$ cat src/rtl/shared_pwm.sv
module shared_pwm #(
  parameter int NCH = 4,
  parameter int AW = 8,
  parameter logic [AW-1:0] CTRL_OFS = AW'('h50)
) (
  input  logic              clk,
  input  logic              rst_n,
  input  logic              bus_we,
  input  logic [AW-1:0]     bus_addr,
  input  logic [31:0]       bus_wdata,
  output logic [31:0]       bus_rdata,
  output logic [NCH-1:0]    pwm_out
);
  localparam int EN_BIT = 9;

  logic [NCH-1:0][7:0] duty_sh, duty_nx, duty_act;
  logic [3:0] psc_lo, psc_hi, psc_lo_nx, psc_hi_nx;
  logic       en_q, en_nx;
  logic [7:0] psc_act, pre_q, cnt_q;

  wire ctrl_hit = bus_addr == CTRL_OFS;
  wire tick     = pre_q == psc_act;
  wire wrap     = tick && cnt_q == 8'hFF;
  wire load     = !en_q || wrap;

  always_comb begin
    duty_nx   = duty_sh;
    psc_lo_nx = psc_lo;
    psc_hi_nx = psc_hi;
    en_nx     = en_q;
    if (bus_we) begin
      if (ctrl_hit) begin
        psc_lo_nx = bus_wdata[3:0];
        psc_hi_nx = bus_wdata[14:11];
        en_nx     = bus_wdata[EN_BIT];
      end
      for (int i = 0; i < NCH; i++)
        if (bus_addr == AW'(4 * i)) duty_nx[i] = bus_wdata[7:0];
    end
  end

  always_ff @(posedge clk or negedge rst_n) begin
    if (!rst_n) begin
      duty_sh  <= '0;
      duty_act <= '0;
      psc_lo   <= '0;
      psc_hi   <= '0;
      psc_act  <= '0;
      en_q     <= 1'b0;
      pre_q    <= '0;
      cnt_q    <= '0;
    end else begin
      duty_sh <= duty_nx;
      psc_lo  <= psc_lo_nx;
      psc_hi  <= psc_hi_nx;
      en_q    <= en_nx;
      if (load) begin
        duty_act <= duty_nx;
        psc_act  <= {psc_hi_nx, psc_lo_nx};
      end
      if (!en_q) begin
        pre_q <= '0;
        cnt_q <= '0;
      end else if (tick) begin
        pre_q <= '0;
        cnt_q <= cnt_q + 8'd1;
      end else begin
        pre_q <= pre_q + 8'd1;
      end
    end
  end

  always_comb begin
    bus_rdata = '0;
    if (ctrl_hit) bus_rdata = {17'b0, psc_hi, 1'b0, en_q, 5'b0, psc_lo};
    for (int i = 0; i < NCH; i++)
      if (bus_addr == AW'(4 * i)) bus_rdata = {24'b0, duty_sh[i]};
  end

  for (genvar g = 0; g < NCH; g++) begin : g_cmp
    assign pwm_out[g] = en_q && (cnt_q <= duty_act[g]);
  end
endmodule

$ cat config.mk
export PLATFORM = sky130hd
export DESIGN_NAME = shared_pwm
export DESIGN_NICKNAME = d
export VERILOG_FILES = /design/src/rtl/shared_pwm.sv
export SDC_FILE = /design/constraint.sdc
export NUM_CORES = 1
export LEC_CHECK = 0
export ABC_AREA = 0
export ABC_CLOCK_PERIOD_IN_PS = 6540
export BUFFER_PORTS_ARGS = -buffer_cell sky130_fd_sc_hd__clkbuf_2
export CAP_MARGIN = 20
export CELL_PAD_IN_SITES_DETAIL_PLACEMENT = 1
export CELL_PAD_IN_SITES_GLOBAL_PLACEMENT = 1
export CORE_AREA = 2 2 118 120
export DETAILED_ROUTE_END_ITERATION = 8
export DIE_AREA = 0 0 120 122
export PLACE_DENSITY_LB_ADDON = 0.2
export SLEW_MARGIN = 20
export SYNTH_ARGS = -nofsm -noshare
export SYNTH_HDL_FRONTEND = slang
export SYNTH_SLANG_ARGS = --single-unit
export TNS_END_PERCENT = 50
$ cat constraint.sdc
create_clock -name clk -period 6.54 [get_ports clk]
set_input_delay 0.654 -clock clk [delete_from_list [all_inputs] [get_ports clk]]
set_output_delay 0.654 -clock clk [all_outputs]
set_load 0.1 [all_outputs]
==> results.txt <==
Outcome: complete, no violations
Critical path class: in -> out
Power after layout: 1450 uW
Critical Path Fanout Max: 13
Synth area leader: dfrtp_1
Cts repair resizes: 0
Synth Cell Area: 5220 um^2
Final Cycle Share: 52.8%
Commonest cells post-synth: dfrtp_1, mux2_2, ha_1
Post-synthesis sequential area ratio: 46.5%
DP HPWL: 8860 um
Clock Pin Slew Worst Setup and Hold Paths: 0.06 ns
Residual DRC: 0
Clock tree buffer depth: 2
Static leakage: 0.00299 uW
Total Routing Usage GR: 17.9%
Fin crit period: 3.45 ns
Cell Rows: 43
Worst r2r src: pre_q[5]
Final setup viols: 0
TritonCTS clock tree: done
Synth top area cells: dfrtp_1, mux2_2, ha_1
Die width: 120 um
Port buffer count: 40
Global-route wire length before repair: 19900 um
Max H-tree Level: 3
Grt ovf: 0
GPL Wtd Cong: 0.742
R2R Setup Slk: 3.87 ns
EDFF count, synth: 0
Hold slack: 0.246 ns
Vias per inst: 5.10
# fillers: 1508
Fmax: 290 MHz
Syn_area_per_cell: 11.9 um^2
Antenna viol nets, final: 0
Die Ht: 122 um
Vias: 3375
Pre-antenna DRT Iters: 4
Reg2reg path depth: 6
Worst Hold Class: in -> async
Setup TNS: 0 ns
Worst clock skew: 0.00613 ns
Drt wl/cell: 18.1 um
Max Cap Viol: 0
Worst Path Required: 5.89 ns
DRT iter0 DRCs: 152
Max Slew Vio Count: 0
Initial antenna violation count: 0
Overall routed net length: 12000 um
Synth Register Bits: 97
Final #Nets: 554
Maximum VDD drop: 0.114 mV
Yosys Warn Count: 0
Hold buffer count at CTS: 0
Area share of the largest cell type after synthesis: 46.5%
Worst slew pin tran: 0.936 ns
Critical Path Sink Type: output pin
Initial core utilization: 38.6%
Slew margin rel.: 37.1%
# Post-CTS Setup Buffers: 0
Power density over the cells: 246 nW/um^2
Antenna diode count: 0
Die area: 14600 um^2
Pin count of the biggest net entering global routing: 66
TritonCTS buffer count: 9
Distinct cell type count after synthesis: 44
Post-Place Worst Slack: 3.05 ns
Clock latency at the later pin of the worst-skew pair: 0.35 ns
Crit path DAT: 2.80 ns
CP Launch Type: primary input
Number of global-route vias before repair: 3647
Post-synthesis cell count: 437
Setup WS post-layout: 3.09 ns
Ys flop type: dfrtp_1
Area growth, synth to finish: 12.8%
Core region area: 13500 um^2
Hold Vio Cnt, Final: 0
Root buf cell: clkbuf_16
R2r endpoint: psc_act[6]
Count leader, synth: dfrtp_1
IO Pins: 79
Layout cells sized above 1: 30.7%
Unrepaired setup endpoints after global routing: no
Synth async-reset ratio: 100%
Clk sink count: 97
## worst max-delay path, cell delays in order
cell	delay (ns)
clkbuf_2	0.26
nor4_2	0.84
nand2_1	0.22
o22ai_1	0.24
a21o_1	0.12
clkbuf_2	0.45
## sequential cells by signal, indices dropped and copies added (netlist names)
name / cells
duty_sh: 32
en_q: 1
pre_q: 8
psc_act: 8
psc_lo: 4
duty_act: 32
psc_hi: 4
cnt_q: 8
## metal layers
layer / GRT usage, % / wire length, um / vias to the layer above
met1: 24.3 / 5720 / 1706
met3: 2.90 / 261 / 18
met5: 0 / 0 / -
met4: 7.21 / 246 / 0
met2: 28.8 / 5730 / 42
li1: - / - / 1609
## cell families after synthesis
| family | share of synthesized area [%] |
|---|---|
| AOI/OAI and AO/OA | 5.85 |
| xor gates and xnor gates | 2.85 |
| adders and majority gates | 8.15 |
| buffers and inverters | 5.99 |
| DFF | 46.5 |
| muxes | 20.4 |
| other | 0.0719 |
| and+or+nand+nor | 10.2 |
## power by group
part           internal [uW]  total [uW]  switching (uW)
Clock                    374         609             235
Combinational           57.6         195             138
Sequential               625         642            16.6
Total                   1060        1450             389
## stage by stage
stage          area, um^2  cells  util (%)
2_1_floorplan        5290    455         -
3_3_place_gp         5540    646      41.1
3_5_place_dp         5540    646      41.1
4_1_cts              5890    662      43.6
5_1_grt              5890    662      43.6
6_report             5890    662      43.6
## worst max path at each step
stage / depth (start not counted) / slack [ns] / end / startpoint
after floorplan: 5 / 3.03 / bus_rdata[2] / bus_addr[3]
after global placement: 6 / 3.11 / bus_rdata[1] / bus_addr[2]
after detailed placement: 6 / 3.05 / bus_rdata[0] / bus_addr[2]
after CTS: 6 / 3.04 / bus_rdata[0] / bus_addr[2]
after global routing: 6 / 2.89 / bus_rdata[1] / bus_addr[2]
final: 6 / 3.09 / bus_rdata[0] / bus_addr[2]
## cell type report
class | count | area [um^2] | area share [%]
Timing Repair Buffer | 42 | 218 | 3.70
Inverter | 30 | 113 | 1.91
Sequential cell | 97 | 2430 | 41.2
Tap cell | 180 | 225 | 3.83
Multi-Input combinational cell | 297 | 2560 | 43.5
Clock buffer | 9 | 225 | 3.83
Clock inverter | 7 | 116 | 1.98
## layout by cell type, fill, tap and decap left out, drive strengths merged, types with 7 or more instances in the layout
cell type and n:
dfrtp 97, mux2 81, clkbuf 48, ha 34, inv 31, conb 19
nor2 17, and3 14, a21oi 14, nand3 12, xor2 10, nand4 10
nor2b 9, nand2 8, xnor2 7, nand2b 7
Note: power is estimated with default switching activity, not from simulation.
